**config.mk**
```make
export PLATFORM = sky130hd
export DESIGN_NAME = brc_unit
export DESIGN_NICKNAME = d
export VERILOG_FILES = /design/src/rtl/brc_pkg.sv /design/src/rtl/brc_count_reg.sv /design/src/rtl/brc_cond_eval.sv /design/src/rtl/brc_target_mux.sv /design/src/rtl/brc_unit.sv
export SDC_FILE = /design/constraint.sdc
export NUM_CORES = 1
export LEC_CHECK = 0
export BUFFER_PORTS_ARGS = -buffer_cell sky130_fd_sc_hd__buf_2
export CORE_ASPECT_RATIO = 0.8
export CORE_MARGIN = 2
export CORE_UTILIZATION = 50
export CTS_CLUSTER_SIZE = 24
export DETAILED_ROUTE_END_ITERATION = 12
export GPL_ROUTABILITY_DRIVEN = 0
export PLACE_DENSITY = 0.95
export SYNTH_ARGS = -nofsm -noshare
export SYNTH_HDL_FRONTEND = slang
export SYNTH_SLANG_ARGS = --single-unit
```
**constraint.sdc**
```tcl
create_clock -name clk -period 8.6 [get_ports clk]
set_input_delay 0.86 -clock clk [delete_from_list [all_inputs] [get_ports clk]]
set_output_delay 0.86 -clock clk [all_outputs]
set_load 0.01 [all_outputs]
```
**src/rtl/brc_pkg.sv**
```systemverilog
package brc_pkg;

    typedef enum logic [2:0] {
        MODE_BIT_SET = 3'd0,
        MODE_BIT_CLR = 3'd1,
        MODE_NZ_SET  = 3'd2,
        MODE_NZ_CLR  = 3'd3,
        MODE_NZ      = 3'd4,
        MODE_Z_SET   = 3'd5,
        MODE_Z_CLR   = 3'd6,
        MODE_Z       = 3'd7
    } brc_mode_e;

    typedef enum logic [1:0] {
        TGT_IMM  = 2'd0,
        TGT_CTR  = 2'd1,
        TGT_LR   = 2'd2,
        TGT_RSVD = 2'd3
    } brc_tgt_e;

    // Which tests a mode applies
    typedef struct packed {
        logic need_nz;
        logic need_z;
        logic use_bit;
        logic want_set;
    } brc_test_t;

    function automatic brc_test_t decode_mode(brc_mode_e m);
        brc_test_t t;
        t = '0;
        case (m)
            MODE_BIT_SET: begin t.use_bit = 1'b1; t.want_set = 1'b1; end
            MODE_BIT_CLR: begin t.use_bit = 1'b1; end
            MODE_NZ_SET:  begin t.need_nz = 1'b1; t.use_bit = 1'b1; t.want_set = 1'b1; end
            MODE_NZ_CLR:  begin t.need_nz = 1'b1; t.use_bit = 1'b1; end
            MODE_NZ:      begin t.need_nz = 1'b1; end
            MODE_Z_SET:   begin t.need_z = 1'b1; t.use_bit = 1'b1; t.want_set = 1'b1; end
            MODE_Z_CLR:   begin t.need_z = 1'b1; t.use_bit = 1'b1; end
            default:      begin t.need_z = 1'b1; end
        endcase
        return t;
    endfunction

endpackage

```
**src/rtl/brc_count_reg.sv**
```systemverilog
module brc_count_reg #(
    parameter int W = 32
) (
    input  logic         clk,
    input  logic         rst,
    input  logic         start_i,
    input  logic         dec_en_i,
    input  logic         load_i,
    input  logic [W-1:0] wdata_i,
    output logic [W-1:0] ctr_q_o,
    output logic [W-1:0] ctr_eval_o
);
    logic [W-1:0] ctr_q;
    logic [W-1:0] ctr_dec;

    assign ctr_dec    = ctr_q - W'(1);
    assign ctr_eval_o = dec_en_i ? ctr_dec : ctr_q;
    assign ctr_q_o    = ctr_q;

    always_ff @(posedge clk) begin
        if (rst) begin
            ctr_q <= '0;
        end else if (start_i) begin
            ctr_q <= ctr_eval_o;
        end else if (load_i) begin
            ctr_q <= wdata_i;
        end
    end

    AST_CTR_DEC_ONE: assert property (@(posedge clk) disable iff (rst)
        start_i && dec_en_i |=> ctr_q == $past(ctr_q) - W'(1));

    AST_CTR_LOAD: assert property (@(posedge clk) disable iff (rst)
        load_i && !start_i |=> ctr_q == $past(wdata_i));

    AST_CTR_LOAD_IGNORED: assert property (@(posedge clk) disable iff (rst)
        start_i && !dec_en_i |=> $stable(ctr_q));

endmodule

```
**src/rtl/brc_cond_eval.sv**
```systemverilog
module brc_cond_eval
    import brc_pkg::*;
#(
    parameter int W = 32
) (
    input  brc_mode_e    mode_i,
    input  logic [W-1:0] cr_i,
    input  logic [W-1:0] mask_i,
    input  logic [W-1:0] cnt_i,
    output logic         take_o
);
    brc_test_t tst;
    logic      bit_hit;
    logic      cnt_zero;
    logic      cnt_ok;
    logic      bit_ok;

    always_comb begin
        tst      = decode_mode(mode_i);
        bit_hit  = |(cr_i & mask_i);
        cnt_zero = (cnt_i == '0);
        cnt_ok   = tst.need_nz ? !cnt_zero : (tst.need_z ? cnt_zero : 1'b1);
        bit_ok   = tst.use_bit ? (bit_hit == tst.want_set) : 1'b1;
        take_o   = cnt_ok && bit_ok;
    end

endmodule

```
**src/rtl/brc_target_mux.sv**
```systemverilog
module brc_target_mux
    import brc_pkg::*;
#(
    parameter int W     = 32,
    parameter int ALIGN = 2
) (
    input  brc_tgt_e     sel_i,
    input  logic [W-1:0] imm_i,
    input  logic [W-1:0] ctr_i,
    input  logic [W-1:0] lr_i,
    output logic [W-1:0] tgt_o
);
    localparam logic [W-1:0] ALIGN_MASK = ~((W'(1) << ALIGN) - W'(1));

    always_comb begin
        case (sel_i)
            TGT_CTR: tgt_o = ctr_i & ALIGN_MASK;
            TGT_LR:  tgt_o = lr_i & ALIGN_MASK;
            default: tgt_o = imm_i;
        endcase
    end

endmodule

```
**src/rtl/brc_unit.sv**
```systemverilog
module brc_unit
    import brc_pkg::*;
#(
    parameter int W = 32
) (
    input  logic         clk,
    input  logic         rst,
    input  logic         start_i,
    input  logic [2:0]   mode_i,
    input  logic         dec_en_i,
    input  logic [1:0]   tgt_sel_i,
    input  logic [W-1:0] cr_i,
    input  logic [W-1:0] mask_i,
    input  logic [W-1:0] imm_tgt_i,
    input  logic [W-1:0] lr_i,
    input  logic [W-1:0] fall_addr_i,
    input  logic         ctr_load_i,
    input  logic [W-1:0] ctr_wdata_i,
    output logic         taken_o,
    output logic [W-1:0] next_addr_o,
    output logic         valid_o,
    output logic [W-1:0] ctr_o
);
    logic [W-1:0] ctr_q;
    logic [W-1:0] ctr_eval;
    logic         take;
    logic [W-1:0] tgt;
    brc_mode_e    mode;
    brc_tgt_e     tsel;

    assign mode = brc_mode_e'(mode_i);
    assign tsel = brc_tgt_e'(tgt_sel_i);

    brc_count_reg #(.W(W)) u_ctr (
        .clk        (clk),
        .rst        (rst),
        .start_i    (start_i),
        .dec_en_i   (dec_en_i),
        .load_i     (ctr_load_i),
        .wdata_i    (ctr_wdata_i),
        .ctr_q_o    (ctr_q),
        .ctr_eval_o (ctr_eval)
    );

    brc_cond_eval #(.W(W)) u_eval (
        .mode_i (mode),
        .cr_i   (cr_i),
        .mask_i (mask_i),
        .cnt_i  (ctr_eval),
        .take_o (take)
    );

    brc_target_mux #(.W(W), .ALIGN(2)) u_tgt (
        .sel_i (tsel),
        .imm_i (imm_tgt_i),
        .ctr_i (ctr_q),
        .lr_i  (lr_i),
        .tgt_o (tgt)
    );

    always_ff @(posedge clk) begin
        if (rst) begin
            taken_o     <= 1'b0;
            next_addr_o <= '0;
            valid_o     <= 1'b0;
        end else begin
            valid_o <= start_i;
            if (start_i) begin
                taken_o     <= take;
                next_addr_o <= take ? tgt : fall_addr_i;
            end
        end
    end

    assign ctr_o = ctr_q;

    AST_VALID_AFTER_START: assert property (@(posedge clk) disable iff (rst)
        start_i |=> valid_o);

    AST_VALID_ONLY_AFTER_START: assert property (@(posedge clk) disable iff (rst)
        !start_i |=> !valid_o);

    AST_HOLD_IDLE: assert property (@(posedge clk) disable iff (rst)
        !start_i |=> $stable(taken_o) && $stable(next_addr_o));

    AST_FALL_THROUGH: assert property (@(posedge clk) disable iff (rst)
        start_i |=> taken_o || next_addr_o == $past(fall_addr_i));

    AST_REG_TGT_ALIGNED: assert property (@(posedge clk) disable iff (rst)
        start_i && (tgt_sel_i == TGT_CTR || tgt_sel_i == TGT_LR)
        |=> !taken_o || next_addr_o[1:0] == 2'b00);

    AST_NZ_LAST_ITER: assert property (@(posedge clk) disable iff (rst)
        start_i && dec_en_i && ctr_o == W'(1) && mode_i == MODE_NZ
        |=> !taken_o);

endmodule

```
==> summary by stage <==
Synth
The sequential share of the synthesized area is 0.2604. The cell area after synthesis is 0.005075 mm^2. The share of flip-flops with an asynchronous set or reset is 0. Dividing the synthesized area by the synthesized cell count gives 7.929 um^2.

In this run, synthesis inferred 0 flip-flops with an integrated enable. The cell count after synthesis came out at 640. For this run, the number of Yosys warnings is 0. The unique cell type count in the Yosys netlist is 61. The most instantiated flip-flop cell in the synthesis netlist is sky130_fd_sc_hd__dfxtp_1. Synthesis inferred 66 register bits. The net count after synthesis is 845.

Global route
The final global-route overflow total is 0. The maximum number of pins on one net before global-route repair is 70. The first global-routing pass estimated 28.31 mm of wire. The overall fraction of global-route tracks in use is 0.3291. The number of antenna violations at the first check in global routing was 0.

The via count of the first global-routing pass came to 5682.

Clock network
The register clock-pin slew on the reported worst setup and hold paths is 0.06 ns. The clock tree root buffer cell is sky130_fd_sc_hd__clkbuf_16. Counting the buffers created by CTS gives 9. The number of sinks driven by the clock tree is 66.

The maximum buffer depth of the clock tree is 2. The TritonCTS clock tree is built. The clock insertion delay at the later pin of the skew report is 0.33 ns. The number of gates resized after CTS was 0. The post-CTS repair timing setup buffer count is 0. The H-tree depth is 3.

The number of hold buffers added after CTS was 0.

STA
The final critical path time including I/O delays and setup is 4.620 ns. Measured against its own limit, the worst slew margin works out to 0.1985. Setup repair after global routing left no endpoint under its margin.

Setup violations remaining at the end of the flow were counted as 0. The count of final max-slew check failures is 0. At the pin with the least slew margin, the transition time is 1.202 ns. Adding up every negative setup slack in the final design gives 0 ns. The hold violation total from the final report is 0. Clock skew on the completed layout was measured at 0.004532 ns.

Based on the critical path, the design can be clocked at up to 0.2164 GHz. Dividing the final minimum period by the clock period gives 0.5372.

Power and ir drop
The worst voltage drop across the vdd grid is 0.1002 mV. Dividing total power by cell area gives a power density of 155.8 mW/mm^2. In this run the static leakage power is 2.814 nW.

Floorplan
The die is 94.11 um tall. The core region is 0.009769 mm^2. 268 I/O pins were placed. The initial core utilization is 0.5195. The overall die area is 0.01098 mm^2. After floorplanning, the core was divided into 32 placement rows. The floorplan step set the die width to 116.6 um.

Setup path
The nature of the critical path endpoint is a flop. The worst setup path is launched from a flop. Along the worst path, the maximum fanout reaches 34.

For the worst setup path, the data arrival time is 4.84 ns. The worst setup path category is flop to flop. Data on the critical path is required at its endpoint by 8.82 ns.

Final layout
In the layout the commonest cells are sky130_fd_sc_hd__buf_2, sky130_fd_sc_hd__nor2_1, sky130_fd_sc_hd__dfxtp_1, sky130_fd_sc_hd__nand2_1. The post-route cell area is 0.006595 mm^2. Of the cells placed in the final design, the portion with a size suffix greater than 1 is 0.3885. The relative area change from synthesis to final layout is 29.96%. Counting the fill cells in the layout gives 861. The most common library cell in the layout ignoring fill and taps is sky130_fd_sc_hd__buf_2. For this run, the post-layout net count is 1052. The final cell count without fillers is 988.

The number of antenna diodes in the final layout is 0.

Route
The number of DRC markers after the initial detailed-route iteration is 640. Across all layers, the routed design uses 6197 vias. The number of detailed-route iterations in the first pass is 8.

Dividing the detail-routed wire length by the instance count gives 19.25 um. The number of vias per cell after detailed routing is 6.272. The number of remaining DRC errors is 0. The count of nets left with antenna violations once routing finished came out at 0.

Summed over all layers, the routed wires come to 19.02 mm.

Flow run
The count of maximum capacitance violations is 0.

Placed design
In this run the cell area measured after placement is 0.006290 mm^2. Port buffering added 265 buffers. The number of cells in the design after placement is 972.

After legalization and detailed placement, the total HPWL measured 13.57 mm.

Min path
The worst hold path belongs to the class flop to flop.

Status
The flow ran to the end, and the final reports show no timing, DRC or antenna violations.
cells in the mapped netlist (4+ instances only):
cell | instances | area, um^2
sky130_fd_sc_hd__nor2_1 | 96 | 360.4
sky130_fd_sc_hd__buf_2 | 5 | 25.02
sky130_fd_sc_hd__dfxtp_1 | 66 | 1321
sky130_fd_sc_hd__nor2b_1 | 14 | 87.58
sky130_fd_sc_hd__nor4_1 | 8 | 50.05
sky130_fd_sc_hd__nor3_1 | 15 | 75.07
sky130_fd_sc_hd__xnor2_1 | 14 | 122.6
sky130_fd_sc_hd__or3_1 | 5 | 31.28
sky130_fd_sc_hd__o21ai_0 | 36 | 180.2
sky130_fd_sc_hd__mux2i_1 | 14 | 140.1
sky130_fd_sc_hd__buf_4 | 4 | 30.03
sky130_fd_sc_hd__inv_1 | 8 | 30.03
sky130_fd_sc_hd__a22oi_1 | 42 | 315.3
sky130_fd_sc_hd__nand2_1 | 46 | 172.7
sky130_fd_sc_hd__nor4b_1 | 6 | 52.55
sky130_fd_sc_hd__a2111oi_2 | 29 | 435.4
sky130_fd_sc_hd__a211oi_1 | 42 | 315.3
sky130_fd_sc_hd__a311oi_1 | 34 | 297.8
sky130_fd_sc_hd__clkbuf_1 | 58 | 217.7
sky130_fd_sc_hd__xor2_1 | 12 | 105.1
sky130_fd_sc_hd__buf_1 | 4 | 15.01
sky130_fd_sc_hd__nand4_1 | 7 | 43.79
sky130_fd_sc_hd__or4_1 | 6 | 45.04
sky130_fd_sc_hd__nand3_1 | 8 | 40.04
critical path, cell delays in order (launching register included):
cell	delay, ns
sky130_fd_sc_hd__dfxtp_1	0.43
sky130_fd_sc_hd__inv_1	0.13
sky130_fd_sc_hd__ha_1	0.27
sky130_fd_sc_hd__and2_1	0.29
sky130_fd_sc_hd__nand4_1	0.43
sky130_fd_sc_hd__nor4b_1	0.36
sky130_fd_sc_hd__o21ai_0	0.20
sky130_fd_sc_hd__a2111oi_4	0.45
sky130_fd_sc_hd__nand4_2	0.83
sky130_fd_sc_hd__and3_4	0.72
sky130_fd_sc_hd__a2111oi_2	0.36
metrics by stage:
stage / power [W] / utilization / hold WS, ns / setup WS [ns]
6_report: 0.001027 / 0.6751 / 0.4877 / 3.980
5_1_grt: 0.001074 / 0.6751 / 0.5260 / 3.633
4_1_cts: 0.001026 / 0.6751 / 0.4888 / 4.135
3_5_place_dp: 0.0006510 / 0.6438 / 0.4773 / 3.800
3_3_place_gp: 0.0006438 / 0.6438 / 0.4770 / 3.805
2_1_floorplan: 0.0005416 / - / 0.5050 / 5.258
logic make-up after synthesis:
| kind of cell | count (synthesis) | share of synthesized area |
|---|---|---|
| compound gates | 218 | 0.3661 |
| flops | 66 | 0.2604 |
| fa+ha+maj | 3 | 0.007397 |
| simple gates | 230 | 0.2221 |
| buf+inv | 82 | 0.06928 |
| mux | 15 | 0.02983 |
| xor+xnor | 26 | 0.04487 |
per-layer routing:
metal,track usage,share of wire,wire (um)
met2,0.5669,0.49,9235
met1,0.3887,0.39,7436
met3,0.08000,0.093,1778
met5,0,0,0
met4,0.1402,0.030,573
where the power goes:
| part | internal [W] | switching (W) | total, W |
|---|---|---|---|
| Combinational | 0.000124 | 0.000156 | 0.000280 |
| Clock | 0.000232 | 0.000144 | 0.000376 |
| Sequential | 0.000331 | 0.0000406 | 0.000372 |
| Total | 0.000687 | 0.000340 | 0.00103 |
cell type report:
cell class                 instances  area [um^2]  share of cell area
timing repair buffer             270         1364              0.2068
sequential                        66         1321              0.2003
clock inverter                     6        66.31             0.01006
multi-input combinational        492         3405              0.5162
tap                              136        170.2             0.02580
clock buffer                      10        239.0             0.03624
inverter                           8        30.03            0.004553
flip-flops by register name (all words and copies together) (netlist names):
name,flops
next_addr_o,32
valid_o,1
u_ctr.ctr_q_o,32
taken_o,1
final timing paths:
| kind | cells past startpoint | to | start | slack, ns |
|---|---|---|---|---|
| min reg2reg | 2 | next_addr_o[0] | next_addr_o[0] | 0.49 |
| min | 2 | next_addr_o[0] | next_addr_o[0] | 0.49 |
| max | 10 | next_addr_o[24] | u_ctr.ctr_q_o[0] | 3.98 |
| max reg2reg | 10 | next_addr_o[24] | u_ctr.ctr_q_o[0] | 3.98 |
Note: power is estimated with default switching activity, not from simulation.
